## config.mk

```make
export PLATFORM = sky130hd
export DESIGN_NAME = useq_next_addr
export DESIGN_NICKNAME = d
export VERILOG_FILES = /design/src/rtl/useq_pkg.sv /design/src/rtl/useq_flag_reg.sv /design/src/rtl/useq_addr_mux.sv /design/src/rtl/useq_upc_reg.sv /design/src/rtl/useq_next_addr.sv
export SDC_FILE = /design/constraint.sdc
export NUM_CORES = 1
export LEC_CHECK = 0
export ABC_CLOCK_PERIOD_IN_PS = 800
export BUFFER_PORTS_ARGS = -buffer_cell sky130_fd_sc_hd__buf_2
export CAP_MARGIN = 10
export CORE_AREA = 2 2 39 41
export CTS_BUF_LIST = sky130_fd_sc_hd__clkbuf_4
export DETAILED_ROUTE_END_ITERATION = 10
export DIE_AREA = 0 0 41 43
export GPL_TIMING_DRIVEN = 0
export SETUP_SLACK_MARGIN = 0.3
export SYNTH_ARGS = -nofsm -noshare
export SYNTH_HDL_FRONTEND = slang
export SYNTH_SLANG_ARGS = --single-unit
```

## constraint.sdc

```tcl
create_clock -name clk_i -period 0.8 [get_ports clk_i]
set_input_delay 0.08 -clock clk_i [delete_from_list [all_inputs] [get_ports clk_i]]
set_output_delay 0.08 -clock clk_i [all_outputs]
set_load 0.01 [all_outputs]
```

## src/rtl/useq_pkg.sv

```systemverilog
package useq_pkg;
  localparam int unsigned BYTE_W = 8;
  localparam int unsigned ADDR_W = BYTE_W + 1;

  typedef struct packed {
    logic use_byte;
    logic sel_neg;
    logic sel_zero;
  } jump_t;

  typedef struct packed {
    logic n;
    logic z;
  } flags_t;
endpackage

```

## src/rtl/useq_flag_reg.sv

```systemverilog
module useq_flag_reg
  import useq_pkg::*;
(
  input  logic   clk_i,
  input  logic   rst_ni,
  input  flags_t flags_i,
  output flags_t flags_o
);
  always_ff @(posedge clk_i or negedge rst_ni) begin
    if (!rst_ni) flags_o <= '0;
    else         flags_o <= flags_i;
  end
endmodule

```

## src/rtl/useq_addr_mux.sv

```systemverilog
module useq_addr_mux
  import useq_pkg::*;
#(
  parameter int unsigned BW = BYTE_W,
  localparam int unsigned AW = BW + 1
) (
  input  logic [AW-1:0] succ_i,
  input  jump_t         jump_i,
  input  flags_t        flags_i,
  input  logic [BW-1:0] opcode_i,
  output logic [AW-1:0] next_o
);
  logic hi_bit;

  // bit BW: condition ORed into the page bit
  assign hi_bit = (jump_i.sel_neg & flags_i.n) | (jump_i.sel_zero & flags_i.z) | succ_i[BW];

  for (genvar b = 0; b < BW; b++) begin : g_low
    assign next_o[b] = succ_i[b] | (jump_i.use_byte & opcode_i[b]);
  end
  assign next_o[BW] = hi_bit;
endmodule

```

## src/rtl/useq_upc_reg.sv

```systemverilog
module useq_upc_reg #(
  parameter int unsigned AW = 9
) (
  input  logic          clk_i,
  input  logic          rst_ni,
  input  logic [AW-1:0] next_i,
  output logic [AW-1:0] upc_o
);
  always_ff @(posedge clk_i or negedge rst_ni) begin
    if (!rst_ni) upc_o <= '0;
    else         upc_o <= next_i;
  end
endmodule

```

## src/rtl/useq_next_addr.sv

```systemverilog
module useq_next_addr
  import useq_pkg::*;
(
  input  logic              clk_i,
  input  logic              rst_ni,
  input  logic [ADDR_W-1:0] succ_i,
  input  logic              use_byte_i,
  input  logic              sel_neg_i,
  input  logic              sel_zero_i,
  input  logic              alu_n_i,
  input  logic              alu_z_i,
  input  logic [BYTE_W-1:0] opcode_i,
  output logic [ADDR_W-1:0] upc_o
);
  jump_t             jump;
  flags_t            flags_d, flags_q;
  logic [ADDR_W-1:0] next_addr;

  assign jump    = '{use_byte: use_byte_i, sel_neg: sel_neg_i, sel_zero: sel_zero_i};
  assign flags_d = '{n: alu_n_i, z: alu_z_i};

  useq_flag_reg u_flags (
    .clk_i  (clk_i),
    .rst_ni (rst_ni),
    .flags_i(flags_d),
    .flags_o(flags_q)
  );

  useq_addr_mux #(.BW(BYTE_W)) u_mux (
    .succ_i  (succ_i),
    .jump_i  (jump),
    .flags_i (flags_q),
    .opcode_i(opcode_i),
    .next_o  (next_addr)
  );

  useq_upc_reg #(.AW(ADDR_W)) u_upc (
    .clk_i (clk_i),
    .rst_ni(rst_ni),
    .next_i(next_addr),
    .upc_o (upc_o)
  );

  p_reset_r1: assert property (@(posedge clk_i) !rst_ni |-> (upc_o == '0));

  p_plain_r2: assert property (@(posedge clk_i) disable iff (!rst_ni)
    (!use_byte_i && !sel_neg_i && !sel_zero_i) |=> (upc_o == $past(succ_i)));

  p_low_kept_r4: assert property (@(posedge clk_i) disable iff (!rst_ni)
    !use_byte_i |=> (upc_o[BYTE_W-1:0] == $past(succ_i[BYTE_W-1:0])));

  p_byte_in_r5: assert property (@(posedge clk_i) disable iff (!rst_ni)
    use_byte_i |=> ((upc_o[BYTE_W-1:0] & $past(opcode_i)) == $past(opcode_i)));

  p_page_kept_r7: assert property (@(posedge clk_i) disable iff (!rst_ni)
    succ_i[BYTE_W] |=> upc_o[BYTE_W]);

  p_no_branch_r3: assert property (@(posedge clk_i) disable iff (!rst_ni)
    (!succ_i[BYTE_W] && !sel_neg_i && !sel_zero_i) |=> !upc_o[BYTE_W]);
endmodule

```

== Word-level counts from Yosys, hierarchy flattened ==
Cells that the tools add are included.

* Register bits: 11
* Input bits: 24
* Output and inout bits: 9
* Word-level logic and storage cells: 23

* Bitwise gates (word level): 20

{| class="wikitable"
|+ Operator list
! kind !! count
|-
| $and 1x1->1 || 10
|-
| $or 1x1->1 || 10
|}

== Logic depth before layout (Yosys ltp) ==
* Depth in word-level cells: 3
* Mapped depth: 2
* Gate-level depth less buffers: 1

== By module ==
From an unflattened synthesis, not the netlist that was laid out.

* Cells, all modules: 22
* Area total of the unflattened synthesis: 357.8 µm²

{| class="wikitable"
|+ By module, submodules not included
! module !! instances !! cells each !! area each (µm²) !! sequential area each (µm²)
|-
| useq_upc_reg || 1 || 9 || 225.2 || 225.2
|-
| useq_addr_mux || 1 || 11 || 82.6 || 0.0
|-
| useq_flag_reg || 1 || 2 || 50.0 || 50.0
|}

== Worst setup path before layout ==
OpenSTA, ideal clock, no wires.

* Path type: reg-to-reg
* Start point: register u_flags.flags_o[1] (netlist name)
* End point: register u_upc.upc_o[8]
* Library setup time: 0.126 ns
* Data arrival time: 0.628 ns
* Data required time: 0.674 ns
* Path slack: 0.046 ns
* Cell stages (with the launch flop): 2
* Path buffers: 0
* Period minus slack after synthesis: 0.754 ns
* Cell sequence: dfrtp_1 -> a221o_1

* Word-level cells in the longest chain between the ends: 3

{| class="wikitable"
|+ RTL lines
! item !! RTL line !! source
|-
| start, declared || useq_flag_reg.sv:7 || <nowiki>output flags_t flags_o</nowiki>
|-
| start signal, assigned || useq_flag_reg.sv:11 || <nowiki>else flags_o <= flags_i;</nowiki>
|-
| $and 1x1->1 || useq_addr_mux.sv:16 || <nowiki>assign hi_bit = (jump_i.sel_neg & flags_i.n) | (jump_i.sel_zero & flags_i.z) | succ_i[BW];</nowiki>
|-
| $or 1x1->1 (2 in a row) || useq_addr_mux.sv:16 ||
|-
| named net next_addr[8] || useq_next_addr.sv:17 || <nowiki>logic [ADDR_W-1:0] next_addr;</nowiki>
|-
| end signal, assigned || useq_upc_reg.sv:11 || <nowiki>else upc_o <= next_i;</nowiki>
|-
| end, declared || useq_upc_reg.sv:7 || <nowiki>output logic [AW-1:0] upc_o</nowiki>
|}

The timed path passes the listed nets, and every way through them passes these cells.

== Worst setup path in the final report ==
* Start point: register u_upc.upc_o[8]
* End point: output upc_o[8]

{| class="wikitable"
|+ RTL lines
! item !! RTL line !! source
|-
| end, declared || useq_next_addr.sv:13 || <nowiki>output logic [ADDR_W-1:0] upc_o</nowiki>
|}

No word-level cell between the ends.

==> metrics.md <==
| Metric | Value |
|---|---|
| TritonCTS Sinks | `11` |
| Final setup vio count | `10` |
| H-tree levels | `1` |
| Largest net degree at the start of global routing | `12` |
| Antenna violations before repair | `0` |
| Vias in the first global route | `313` |
| Synth Area in Compound Gates | `0.200` |
| Crit. End Element | `primary output` |
| Max IR drop VDD | `756 uV` |
| Worst hold start | `alu_z_i` |
| Rel. slew slack | `0.844` |
| Core Box Area | `1380 sq um` |
| P_leak | `0.320 nW` |
| Post-Synth Simple-Gate Area | `0` |
| Avg WL per Cell | `10.6 um` |
| Crit path max-delay family | `flip-flops` |
| Cell Rows | `14` |
| Clk root buf | `clkbuf_4` |
| RSZ-0062 raised after global routing | `true` |
| Total negative setup slack | `-0.207 ns` |
| Setup Crit Path Kind | `reg2out` |
| Achievable frequency | `1210 MHz` |
| Max Root-Sink Buffers | `2` |
| Final hold vios | `2` |
| Cell variety after synth | `4` |
| Crit path cell chain | `buf_6` |
| XOR/XNOR Fraction of Synth Area | `0` |
| RR Endpoint | `u_upc.upc_o[8]` |
| Violated checks | `negative hold slack, negative setup slack` |
| Chip height | `43 um` |
| Post-synthesis sequential area ratio | `0.786` |
| Most frequent cells in the layout | `30 x buf_2, 11 x dfrtp_1, 8 x a21o_1` |
| RR Startpoint | `u_flags.flags_o[1]` |
| Top Ports | `33` |
| Routed wire length | `775 um` |
| Die area | `1760 sq um` |
| PnR worst setup slack | `-0.0275 ns` |
| PwrDens | `1970 nW/um^2` |
| Drt via density | `4.10` |
| Mapped Area | `350 sq um` |
| CP Max Fanout | `1` |
| Max-cap violations | `0` |
| Yosys top cell area share | `0.786` |
| Port Buffers | `31` |
| Req. time, crit path | `0.72 ns` |
| Reg2reg path depth | `1` |
| Routed vias | `299` |
| Hold crit path type | `in2reg` |
| Critical path arrival | `0.75 ns` |
| Gate Count Post-Synth | `21` |
| Slowest cell on crit path | `dfrtp_1` |
| Residual DRC | `0` |
| First drt pass iteration count | `2` |
| Layout cells sized above 1 | `0.632` |
| Num CTS Buffers | `3` |
| Cells after DPL | `68` |
| TritonCTS clock tree | `yes` |
| Yosys reg bits | `11` |
| Synthesis-to-finish area growth | `63.9%` |
| Worst Hold Margin | `-0.0655 ns` |
| Iteration-0 DRC count of the detailed router | `2` |
| DRT antenna net count | `0` |
| Initial Utilization | `0.253` |
| GPL Wtd Cong | `0.610` |
| CTS clk-pin slew, worst paths | `0.06 ns` |
| Critical path's largest stage delay | `0.38 ns` |
| Most common cell after layout, fill and taps aside | `buf_2` |
| Crit path launch type | `flop` |
| Area leader, netlist | `dfrtp_1` |
| Syn Area/Cell | `16.7 sq um` |
| Layout Skew | `0.000892 ns` |
| Clock latency on the worst-skew pair | `0.25 ns` |
| GRT Overall Usage | `0.106` |
| Main combinational cell family by area after synthesis | `compound AO/OA/AOI/OAI gates` |
| Adder-cell share of the synthesized area | `0` |
| Largest cells by area after synthesis | `dfrtp_1 79%, a21o_1 17%, a221o_1 2.9%, buf_2 1.4%` |
| Crit. path cell count | `1` |
| Fin crit period | `0.827 ns` |
| Die extent in x | `41 um` |
| Slew at the pin closest to its max-slew limit | `0.234 ns` |
| Synthesis Warnings | `0` |
| Post-synth net total | `45` |
| Period utilization | `1.03` |
| Status | `complete, but fails checks` |
| Worst setup startpoint | `u_upc.upc_o[8]` |
| Hold Path Stages | `1` |
| Last element of the critical path | `upc_o[8]` |
| First-pass GRT wire length | `1.20 mm` |
| Bufs and invs on worst path | `1` |
| Mux share of post-synthesis cell area | `0` |
| Fin nets | `82` |
| Slew Limit Fails | `0` |
| Hold_buf cts | `1` |
| FF-to-FF setup slack | `-0.01 ns` |
| Number of diodes | `0` |
| Overflow after GRT | `0` |
| Cell Count, Final, Fillers Out | `73` |
[kinds of logic after synthesis]
kind of cell,count (synthesis)
flip-flops,11
AO/OA/AOI/OAI,9
buffers and inverters,1
[routing by layer]
metal  track usage  part of all wire  vias to the layer above
li1              -                 -                      147
met1         0.104              0.34                      137
met2         0.181              0.58                       13
met3        0.0314             0.055                        2
met4        0.0600             0.015                        0
met5             0                 0                        -
[synth_stat cells]
cell type,n
a21o_1,8
a221o_1,1
buf_2,1
dfrtp_1,11
[what timing repair did]
| action | 4_1_cts | 5_1_grt |
|---|---|---|
| endpoints found under the hold margin | 15 | 5 |
| endpoints found under the setup margin | 10 | 10 |
| buffers inserted | 0 | 0 |
| gates resized for setup | 0 | 1 |
[how the worst min path moves through the flow]
| stage | end | slack [ns] |
|---|---|---|
| detailed placement | u_upc.upc_o[8] | -0.04 |
| floorplan | u_flags.flags_o[0] | -0.22 |
| global route | u_flags.flags_o[0] | -0.08 |
| global placement | u_upc.upc_o[6] | -0.04 |
| finish | u_flags.flags_o[0] | -0.07 |
| CTS | u_flags.flags_o[0] | -0.07 |
[cell type report]
type | instances | area [sq um]
fill | 138 | 810
sequential | 11 | 275
timing repair buffer | 32 | 171
multi-input combinational | 9 | 70.1
clock buffer | 4 | 30.0
tap | 16 | 20.0
buffer | 1 | 7.51
[metrics by stage]
step / instance area [sq um] / hold WS (ns) / worst slack [ns] / total power, W / util
global route: 574 / -0.0806 / -0.0716 / 0.00120 / 0.415
global placement: 528 / -0.0430 / 0.0154 / 0.000749 / 0.382
CTS: 568 / -0.0694 / -0.0403 / 0.00115 / 0.410
floorplan: 353 / -0.216 / 0.0464 / 0.000655 / -
detailed placement: 528 / -0.0427 / 0.00153 / 0.000754 / 0.382
finish: 574 / -0.0655 / -0.0275 / 0.00113 / 0.415
[power by group]
group / leakage [nW] / internal, W / total, W / switching (W)
registers: 0.122 / 0.000590 / 0.000599 / 0.00000885
logic: 0.180 / 0.0000850 / 0.000149 / 0.0000641
clock network: 0.0184 / 0.000226 / 0.000384 / 0.000158
[registers in the layout, summed over array words and instances, names as in the netlist]
name	cells
u_upc.upc_o	9
u_flags.flags_o	2
Power figures use the tool's default switching activity.
